### src/rtl/pic_pkg.sv
package pic_pkg;

    localparam int N_LINES = 8;
    localparam int LW      = $clog2(N_LINES);
    localparam int DW      = 8;
    localparam int VBW     = DW - LW;

    typedef logic [N_LINES-1:0] line_vec_t;
    typedef logic [LW-1:0]      line_t;
    typedef logic [VBW-1:0]     vbase_t;

    typedef enum logic [1:0] {
        STEP_READY = 2'd0,
        STEP_BASE  = 2'd1,
        STEP_CASC  = 2'd2,
        STEP_MODE  = 2'd3
    } init_step_t;

    typedef enum logic [2:0] {
        OP_AEOI_ROT_OFF = 3'd0,
        OP_EOI_TOP      = 3'd1,
        OP_NONE         = 3'd2,
        OP_EOI_LINE     = 3'd3,
        OP_AEOI_ROT_ON  = 3'd4,
        OP_EOI_TOP_ROT  = 3'd5,
        OP_BASE_SET     = 3'd6,
        OP_EOI_LINE_ROT = 3'd7
    } op2_t;

    typedef struct packed {
        logic            start;
        logic            cmd;
        logic            rdmode;
        logic            cfg;
        op2_t            op;
        line_t           line;
        logic            need_mode;
        logic            single;
        logic            poll_req;
        logic            sel_upd;
        logic            sel_isr;
        logic            smm_upd;
        logic            smm_val;
        logic [DW-1:0]   data;
    } cmd_t;

    typedef struct packed {
        logic  vld;
        line_t line;
    } pick_t;

    function automatic line_t rank_of(line_t l, line_t base);
        return line_t'(l - base);
    endfunction

    function automatic pick_t first_by_rank(line_vec_t m, line_t base);
        pick_t r;
        r = '0;
        for (int k = N_LINES - 1; k >= 0; k--) begin
            line_t l;
            l = line_t'(base + line_t'(k));
            if (m[l]) begin
                r.vld  = 1'b1;
                r.line = l;
            end
        end
        return r;
    endfunction

endpackage

### src/rtl/pic_cmd_decode.sv
module pic_cmd_decode
    import pic_pkg::*;
(
    input  logic          wr_en,
    input  logic          addr,
    input  logic [DW-1:0] wdata,
    output cmd_t          cmd
);
    logic a0_wr;

    always_comb begin
        a0_wr          = wr_en && !addr;
        cmd.start      = a0_wr && wdata[4];
        cmd.rdmode     = a0_wr && !wdata[4] && wdata[3];
        cmd.cmd        = a0_wr && !wdata[4] && !wdata[3];
        cmd.cfg        = wr_en && addr;
        cmd.op         = op2_t'(wdata[7:5]);
        cmd.line       = wdata[LW-1:0];
        cmd.need_mode  = wdata[0];
        cmd.single     = wdata[1];
        cmd.poll_req   = wdata[2];
        cmd.sel_upd    = wdata[1];
        cmd.sel_isr    = wdata[0];
        cmd.smm_upd    = wdata[6];
        cmd.smm_val    = wdata[5];
        cmd.data       = wdata;
    end
endmodule

### src/rtl/pic_init_seq.sv
module pic_init_seq
    import pic_pkg::*;
(
    input  logic       clk,
    input  logic       rst,
    input  logic       start,
    input  logic       need_mode_in,
    input  logic       single_in,
    input  logic       cfg_wr,
    input  vbase_t     vbase_in,
    input  logic       sfnm_in,
    input  logic       aeoi_in,
    output init_step_t step,
    output vbase_t     vbase,
    output logic       sfnm,
    output logic       aeoi,
    output logic       imr_wr
);
    logic single_q, need_mode_q;

    assign imr_wr = cfg_wr && (step == STEP_READY);

    always_ff @(posedge clk) begin
        if (rst) begin
            step        <= STEP_READY;
            single_q    <= 1'b0;
            need_mode_q <= 1'b0;
            vbase       <= '0;
            sfnm        <= 1'b0;
            aeoi        <= 1'b0;
        end else if (start) begin
            step        <= STEP_BASE;
            single_q    <= single_in;
            need_mode_q <= need_mode_in;
            vbase       <= '0;
            sfnm        <= 1'b0;
            aeoi        <= 1'b0;
        end else if (cfg_wr) begin
            unique case (step)
                STEP_READY: ;
                STEP_BASE: begin
                    vbase <= vbase_in;
                    if (!single_q)        step <= STEP_CASC;
                    else if (need_mode_q) step <= STEP_MODE;
                    else                  step <= STEP_READY;
                end
                STEP_CASC: step <= need_mode_q ? STEP_MODE : STEP_READY;
                STEP_MODE: begin
                    sfnm <= sfnm_in;
                    aeoi <= aeoi_in;
                    step <= STEP_READY;
                end
                default: step <= STEP_READY;
            endcase
        end
    end

    assert_step_after_start_R3: assert property (@(posedge clk) disable iff (rst)
        start |=> (step == STEP_BASE && !sfnm && !aeoi));

    assert_mode_returns_R4: assert property (@(posedge clk) disable iff (rst)
        (cfg_wr && !start && step == STEP_MODE) |=> (step == STEP_READY));
endmodule

### src/rtl/pic_resolver.sv
module pic_resolver
    import pic_pkg::*;
#(
    parameter int CASC_LINE = 2
) (
    input  line_vec_t irr,
    input  line_vec_t imr,
    input  line_vec_t isr,
    input  line_t     base,
    input  logic      sfnm,
    input  logic      smm,
    output pick_t     win,
    output pick_t     top_isr
);
    line_vec_t req, isr_eff;
    pick_t     cand, cur;

    always_comb begin
        req     = irr & ~imr;
        isr_eff = isr;
        if (sfnm) isr_eff[CASC_LINE] = 1'b0;
        if (smm)  isr_eff = isr_eff & ~imr;
        cand    = first_by_rank(req, base);
        cur     = first_by_rank(isr_eff, base);
        top_isr = first_by_rank(isr, base);
        win     = '0;
        if (cand.vld && (!cur.vld || rank_of(cand.line, base) < rank_of(cur.line, base)))
            win = cand;
    end
endmodule

### src/rtl/pic_cmd_ctrl.sv
module pic_cmd_ctrl
    import pic_pkg::*;
#(
    parameter int CASC_LINE = 2
) (
    input  logic          clk,
    input  logic          rst,
    input  logic          wr_en,
    input  logic          rd_en,
    input  logic          addr,
    input  logic [DW-1:0] wdata,
    output logic [DW-1:0] rdata,
    input  logic [N_LINES-1:0] irq_in,
    input  logic          inta,
    output logic          int_out,
    output logic [DW-1:0] vector_out
);
    cmd_t       cmd;
    init_step_t step;
    vbase_t     vbase;
    logic       sfnm, aeoi, imr_wr;
    pick_t      win, top_isr;

    line_vec_t irr_q, isr_q, imr_q, prev_q;
    line_t     base_q;
    logic      rot_q, sel_q, smm_q, poll_q;

    line_vec_t irr_n, isr_n, imr_n;
    line_t     base_n;
    logic      rot_n, sel_n, smm_n, poll_n;

    pic_cmd_decode u_dec (
        .wr_en (wr_en),
        .addr  (addr),
        .wdata (wdata),
        .cmd   (cmd)
    );

    pic_init_seq u_init (
        .clk          (clk),
        .rst          (rst),
        .start        (cmd.start),
        .need_mode_in (cmd.need_mode),
        .single_in    (cmd.single),
        .cfg_wr       (cmd.cfg),
        .vbase_in     (cmd.data[DW-1:LW]),
        .sfnm_in      (cmd.data[4]),
        .aeoi_in      (cmd.data[1]),
        .step         (step),
        .vbase        (vbase),
        .sfnm         (sfnm),
        .aeoi         (aeoi),
        .imr_wr       (imr_wr)
    );

    pic_resolver #(.CASC_LINE(CASC_LINE)) u_res (
        .irr     (irr_q),
        .imr     (imr_q),
        .isr     (isr_q),
        .base    (base_q),
        .sfnm    (sfnm),
        .smm     (smm_q),
        .win     (win),
        .top_isr (top_isr)
    );

    assign int_out    = win.vld;
    assign vector_out = {vbase, win.vld ? win.line : line_t'(N_LINES - 1)};

    always_comb begin
        if (poll_q)
            rdata = win.vld ? {1'b1, {(DW-1-LW){1'b0}}, win.line} : DW'(N_LINES - 1);
        else if (addr)
            rdata = imr_q;
        else
            rdata = sel_q ? isr_q : irr_q;
    end

    always_comb begin
        irr_n  = irr_q;
        isr_n  = isr_q;
        imr_n  = imr_q;
        base_n = base_q;
        rot_n  = rot_q;
        sel_n  = sel_q;
        smm_n  = smm_q;
        poll_n = poll_q;
        if (cmd.start) begin
            irr_n  = '0;
            isr_n  = '0;
            imr_n  = '0;
            base_n = '0;
            rot_n  = 1'b0;
            sel_n  = 1'b0;
            smm_n  = 1'b0;
            poll_n = 1'b0;
        end else begin
            if (imr_wr) imr_n = cmd.data;
            if (cmd.rdmode) begin
                if (cmd.poll_req) poll_n = 1'b1;
                if (cmd.sel_upd)  sel_n  = cmd.sel_isr;
                if (cmd.smm_upd)  smm_n  = cmd.smm_val;
            end
            if (cmd.cmd) begin
                unique case (cmd.op)
                    OP_AEOI_ROT_OFF,
                    OP_AEOI_ROT_ON:  rot_n = cmd.op[2];
                    OP_EOI_TOP: begin
                        if (top_isr.vld) isr_n[top_isr.line] = 1'b0;
                    end
                    OP_EOI_TOP_ROT: begin
                        if (top_isr.vld) begin
                            isr_n[top_isr.line] = 1'b0;
                            base_n = line_t'(top_isr.line + 1'b1);
                        end
                    end
                    OP_EOI_LINE:     isr_n[cmd.line] = 1'b0;
                    OP_BASE_SET:     base_n = line_t'(cmd.line + 1'b1);
                    OP_EOI_LINE_ROT: begin
                        isr_n[cmd.line] = 1'b0;
                        base_n = line_t'(cmd.line + 1'b1);
                    end
                    default: ;
                endcase
            end
            if (rd_en && poll_q) begin
                poll_n = 1'b0;
                if (win.vld) begin
                    irr_n[win.line] = 1'b0;
                    isr_n[win.line] = 1'b0;
                end
            end
            if (inta && win.vld) begin
                irr_n[win.line] = 1'b0;
                if (aeoi) begin
                    if (rot_q) base_n = line_t'(win.line + 1'b1);
                end else begin
                    isr_n[win.line] = 1'b1;
                end
            end
        end
        irr_n = irr_n | (irq_in & ~prev_q);
    end

    always_ff @(posedge clk) begin
        if (rst) begin
            irr_q  <= '0;
            isr_q  <= '0;
            imr_q  <= '0;
            prev_q <= '0;
            base_q <= '0;
            rot_q  <= 1'b0;
            sel_q  <= 1'b0;
            smm_q  <= 1'b0;
            poll_q <= 1'b0;
        end else begin
            irr_q  <= irr_n;
            isr_q  <= isr_n;
            imr_q  <= imr_n;
            prev_q <= irq_in;
            base_q <= base_n;
            rot_q  <= rot_n;
            sel_q  <= sel_n;
            smm_q  <= smm_n;
            poll_q <= poll_n;
        end
    end

    assert_ack_marks_service_R6: assert property (@(posedge clk) disable iff (rst)
        (inta && win.vld && !aeoi && !wr_en && !rd_en) |=> isr_q[$past(win.line)]);

    assert_mask_held_in_init_R4: assert property (@(posedge clk) disable iff (rst)
        (wr_en && addr && step != STEP_READY) |=> $stable(imr_q));

    assert_poll_one_shot_R11: assert property (@(posedge clk) disable iff (rst)
        (rd_en && poll_q && !wr_en) |=> !poll_q);

    assert_nested_block_R5: assert property (@(posedge clk) disable iff (rst)
        (win.vld && !sfnm && !smm_q) |-> !isr_q[win.line]);
endmodule

### config.mk
export PLATFORM = sky130hd
export DESIGN_NAME = pic_cmd_ctrl
export DESIGN_NICKNAME = d
export VERILOG_FILES = /design/src/rtl/pic_pkg.sv /design/src/rtl/pic_cmd_decode.sv /design/src/rtl/pic_init_seq.sv /design/src/rtl/pic_resolver.sv /design/src/rtl/pic_cmd_ctrl.sv
export SDC_FILE = /design/constraint.sdc
export NUM_CORES = 1
export LEC_CHECK = 0
export BUFFER_PORTS_ARGS = -buffer_cell sky130_fd_sc_hd__buf_2
export CORE_MARGIN = 4
export CORE_UTILIZATION = 40
export DETAILED_ROUTE_END_ITERATION = 12
export PLACE_DENSITY = 0.63
export SYNTH_ARGS = -nofsm -noshare
export SYNTH_HDL_FRONTEND = slang
export SYNTH_SLANG_ARGS = --single-unit
### constraint.sdc
create_clock -name clk -period 8.89 [get_ports clk]
set_input_delay 0.889 -clock clk [delete_from_list [all_inputs] [get_ports clk]]
set_output_delay 0.889 -clock clk [all_outputs]
set_load 0.005 [all_outputs]
======== Word-level counts from Yosys, hierarchy flattened ========
Index checks and enable logic that the tools add are counted.
word-level totals
  register bits ........................... 50
  bits of input ports ..................... 22
  output and inout port bits .............. 17
  word-level logic and storage cells ...... 215
operators by class
  $add $sub $neg .......................... 12
  order comparisons ....................... 15
  equal/unequal tests ..................... 9
  multiplexer cells ....................... 111
  bitwise operators ....................... 15
  reduce and logical (&&, ||, !) cells .... 37
operators by type and width
  cell                 number
  $mux 8               18
  $mux 4               25
  $bmux 1 s3           24
  $and 8x8->8          8
  $lt 3x4->1 const B   11
  $not 8->8            5
  $mux 1               30
  $mux 3               6
  $or 8x8->8           2
  $pmux 8 s2           1
  $reduce_and 2->1     8
  $logic_and 1x1->1    13
  $add 3x1->3 const B  4
  $add 3x3->3 const B  4
  $eq 3x3->1 const B   4
  $reduce_or 2->1      5
  $demux 1 s3          3
  $ge 3x1->1 const B   3
  $add 3x2->3 const B  2
  $pmux 2 s3           1
  $pmux 3 s2           1
  $sub 3x3->3          2
  $eq 2x2->1 const B   2
  $logic_not 1->1      4
  other kinds (12)     13

======== Longest topological paths before layout ========
  depth in word-level cells ............... 31
  mapped depth ............................ 25
  mapped depth without buffers ............ 22

======== Modules after synthesis ========
A second synthesis with hierarchy kept.
second synthesis, totals
  cell total of the unflattened synthesis .. 658
  area total of the unflattened synthesis .. 5177.5 um^2
by module, submodules not included
  module          times used  cells an instance  area each (um^2)  sequential area each (um^2)
  pic_resolver    1           342                2474.9            0.0
  pic_cmd_ctrl    1           247                2039.5            780.7
  pic_init_seq    1           44                 462.9             220.2
  pic_cmd_decode  1           25                 200.2             0.0

======== Worst setup path after synthesis ========
Ideal clock, no wire load.
  path type ............................... register to output
  from .................................... register base_q[0]
  to ...................................... output rdata[0]
  arrival time ............................ 4.599 ns
  required time ........................... 8.001 ns
  setup slack ............................. 3.402 ns
  stages on the path, launching flop included .. 21
  buffers on the path ..................... 3
  cells stage by stage .................... dfxtp_1 inv_2 buf_6 ha_1 xnor2_1 mux4_2 mux2_2 o211ai_1 a211o_1 nand2_1 buf_2 ha_1 fa_1 inv_1 ha_1 a21o_1 a21oi_1 o21ai_2 buf_2 a21oi_1 mux2i_1
between the ends
  cells in the longest elaborated chain, start to end .. 18
  elaborated cells between the ends (all ways) .. 64
  those cells by class .................... add/sub: 9; order compare: 1; mux: 51; reduce/logical: 3
RTL lines
  what                          RTL line             source
  from (decl)                   pic_cmd_ctrl.sv:25   line_t base_q;
  from (signal assigned)        pic_cmd_ctrl.sv:161  base_q <= base_n;
  $add 3x3->3                   pic_pkg.sv:61        l = line_t'(base + line_t'(k));
  $bmux 1 s3                    pic_pkg.sv:62        if (m[l]) begin
  $mux 1 (implied by the code)  pic_pkg.sv:62
  $mux 4 (8 in a row)           pic_pkg.sv:62
  $sub 3x3->3                   pic_pkg.sv:53        return line_t'(l - base);
  $lt 3x3->1                    pic_resolver.sv:27   if (cand.vld && (!cur.vld || rank_of(cand.line, base) < rank_of(cur.line, base)))
  $logic_or 1x1->1              pic_resolver.sv:27
  $logic_and 1x1->1             pic_resolver.sv:27
  $mux 4 *                      pic_resolver.sv:27
  $mux 8 *                      pic_cmd_ctrl.sv:72   rdata = win.vld ? {1'b1, {(DW-1-LW){1'b0}}, win.line} : DW'(N_LINES - 1);
  $mux 8 *                      pic_cmd_ctrl.sv:71   if (poll_q)
  to (decl)                     pic_cmd_ctrl.sv:12   output logic [DW-1:0] rdata,
Mark *: on every way between the ends. The rest lies on a longest branch, timed or not. The select of a mux whose other input is x is not followed.

======== Worst setup path after layout ========
  from .................................... register base_q[0]
  to ...................................... output rdata[1]
The elaborated chain is that of the path after synthesis.

==> impl_results.md <==
- Outcome: completed
- Number of global-route vias before repair: 5,207
- Worst reg2reg path depth: 21
- Htree depth: 2
- Total Routing Usage GR: 0.219
- Tcrit/Tclk final: 0.828
- DP HPWL: 12.8 mm
- Worst path cell trace: inv_2 > ha_1 > clkinv_1 > a211oi_1 > a21oi_1 > o21ai_0 > nand2_1 > o31ai_1 > a221oi_1 > a21o_1 > o31a_1 > fa_1 > xor2_1 > ha_1 > a21oi_1 > o21ai_2 > inv_2 > nand2b_2 > nand2_1 > o21ai_0 > buf_2
- FF+latch count, synth: 50
- Async SR Flop Fraction: 0
- Max Cap Viol: 0
- Critical path data arrival time: 6.47 ns
- Hold violation total from the final report: 0
- CP max stage delay: 0.73 ns
- Post-Syn Instances: 655
- Die Ht: 124 microns
- Post-synth EDFFs: 0
- Worst-path clk slew: 0.07 ns
- Core area: 13,200 sq um
- DP Area: 5660 sq um
- CP max-delay cell: ha_1
- Gpl congestion: 0.934
- Avg Inst Size Synth: 8.28 sq um
- RSZ-0062 raised after global routing: no
- Worst Hold Depth: 2
- CP max FO: 21
- Rows: 42
- CP delay by family, top: compound AO/OA/AOI/OAI gates
- Mapped Area: 5420 sq um
- WL/cell: 20.3 microns
- Synth unique cells: 92
- Fillers: 1,363
- Num ports: 39
- Final Instance Area: 5860 sq um
- Vias per inst: 6.35
- Crit Path Category: flop to output pin
- Slew Viols, Final: 0
- TritonCTS Buffers: 5
- DRC errors left: 0
- Clk sinks: 50
- Placed Cells: 835
- Worst path depth: 21
- Initial Util: 0.409
- Skew final: 0.00996 ns
- CTS tree: yes
- Gr ovfl total: 0
- Routed vias: 5,351
- Number of DRC markers in iteration 0: 612
- Syn. warnings: 0
- Die area: 15,500 sq um
- Final cell count without fillers: 843
- Post-Syn Nets: 688
- Final #Nets: 699
- Post-synthesis sequential area ratio: 0.185
- ANT cells: 0
- Maximum VDD drop: 161 uV
- Initial antenna violation count: 0
- Startpoint types: flop
- Final setup violating endpoints: 0
- Sum Neg Setup Slack: 0 ns
- Proportion of layout cells with a drive suffix above 1: 0.199
- Leakage: 2.19 nW
- Core Util, Final: 0.443
- Die W: 124 microns
- Drt first pass iters: 5
- Achievable frequency: 0.136 GHz
- Final Critical Period: 7.36 ns
- Root Driver: clkbuf_16
- Total Wirelength: 17.2 mm
- P&R area growth vs syn: 8.13%
- First-pass GRT wire length: 28.2 mm
- Ys flop type: dfxtp_1
- Worst EP required: 8.00 ns
- CTS Hold Bufs: 0
- Buffers & Inverters on Critical Path: 4
- Slew HR: 0.415
- Setup ws final: 1.53 ns
- Clk_lat worst skew: 0.29 ns
- Pwr dens: 152 nW/um^2
- IO Port Bufs: 38
- Postcts setup bufs: 0
- Largest net degree at the start of global routing: 52
- Worst Tran Pin Value: 0.874 ns
- Worst Setup End Kind: output pin
- Post-CTS Resized: 0
- Worst hold-check path type: flop to flop
- Worst slack, placed: 1.93 ns
- Max Buffers Root-to-Sink: 2
- Detail Route Antenna Nets: 0
[final timing paths]
path,slack [ns],endpoint,from
max,1.53,rdata[1],base_q[0]
min,0.47,irr_q[0],prev_q[0]
max reg2reg,2.22,base_q[2],base_q[0]
min reg2reg,0.47,irr_q[0],prev_q[0]
[cell families after synthesis]
group                    after synthesis  share of synthesized area
adder cells (fa/ha/maj)               11                     0.0282
flip-flops                            50                      0.185
multiplexers                          81                      0.221
AO/OA/AOI/OAI                        184                      0.250
AND/OR/NAND/NOR                      253                      0.238
buffers and inverters                 66                     0.0591
XOR/XNOR                              10                     0.0189
[flip-flops by register name (all words and copies together), names as in the netlist]
name	count
imr_q	8
irr_q	8
isr_q	8
prev_q	8
u_init.vbase	5
base_q	3
u_init.step	2
poll_q	1
rot_q	1
sel_q	1
smm_q	1
u_init.aeoi	1
u_init.need_mode_q	1
u_init.sfnm	1
u_init.single_q	1
[final cells by class]
type / instances / area, sq um / area share
clock buffers: 6 / 139 / 0.0237
clock inverters: 2 / 60.1 / 0.0102
inverters: 24 / 90.1 / 0.0154
multi-input cells: 539 / 4100 / 0.699
flip-flops and latches: 50 / 1000 / 0.171
well taps: 176 / 220 / 0.0376
repair buffers: 46 / 250 / 0.0427
[synth_stat cells, types with 11 or more instances]
cell	n	area (sq um)
mux2i_1	37	370
o21ai_0	15	75.1
dfxtp_1	50	1000
nor3_1	15	75.1
a211oi_1	13	97.6
mux2_2	11	124
buf_2	11	55.1
nand2b_1	15	93.8
nand3_1	11	55.1
nor2b_1	18	113
inv_1	18	67.6
clkbuf_1	22	82.6
nor2_1	67	251
nand2_1	71	267
mux4_2	25	563
a21oi_1	47	235
[layer usage]
layer  wire length [microns]  GRT usage  vias up
met2                    8250      0.371      237
met1                    7250      0.293     2594
met3                    1230     0.0279       34
met5                       0          0        -
li1                        -          -     2486
met4                     428     0.0587        0
[layout by cell type, fill, tap and decap left out, drive strengths merged, types with 10 or more instances in the layout]
master | Yosys | final
mux2 | 13 | 13
nand2 | 71 | 71
nor2b | 18 | 18
nor3 | 17 | 17
a211oi | 13 | 13
and2 | 10 | 10
a21oi | 52 | 52
inv | 23 | 23
nor2 | 67 | 67
o21ai | 23 | 23
mux4 | 27 | 27
mux2i | 41 | 41
dfxtp | 50 | 50
nand2b | 17 | 17
nand3 | 12 | 12
buf | 20 | 46
[where the power goes]
part | internal, mW | leakage, nW | switching, mW
clock network | 0.169 | 0.0971 | 0.0840
logic | 0.148 | 1.69 | 0.230
registers | 0.236 | 0.409 | 0.0228
total | 0.553 | 2.19 | 0.337
[per-stage QoR]
step           hold slack [ns]  total power [mW]
6_report                 0.467             0.890
5_1_grt                  0.487             0.943
4_1_cts                  0.472             0.887
3_5_place_dp             0.457             0.633
3_3_place_gp             0.441             0.627
2_1_floorplan            0.436             0.535
[worst reg2reg max path, delay by kind of cell (launching register included)]
family / cells / cell delay, ns
xor gates and xnor gates: 2 / 0.43
AOI/OAI and AO/OA: 9 / 2.47
buffers and inverters: 2 / 1.06
DFF: 1 / 0.32
adders and majority gates: 4 / 1.68
muxes: 1 / 0.11
and+or+nand+nor: 3 / 0.48
No activity file was read; power rests on OpenSTA's default activity.
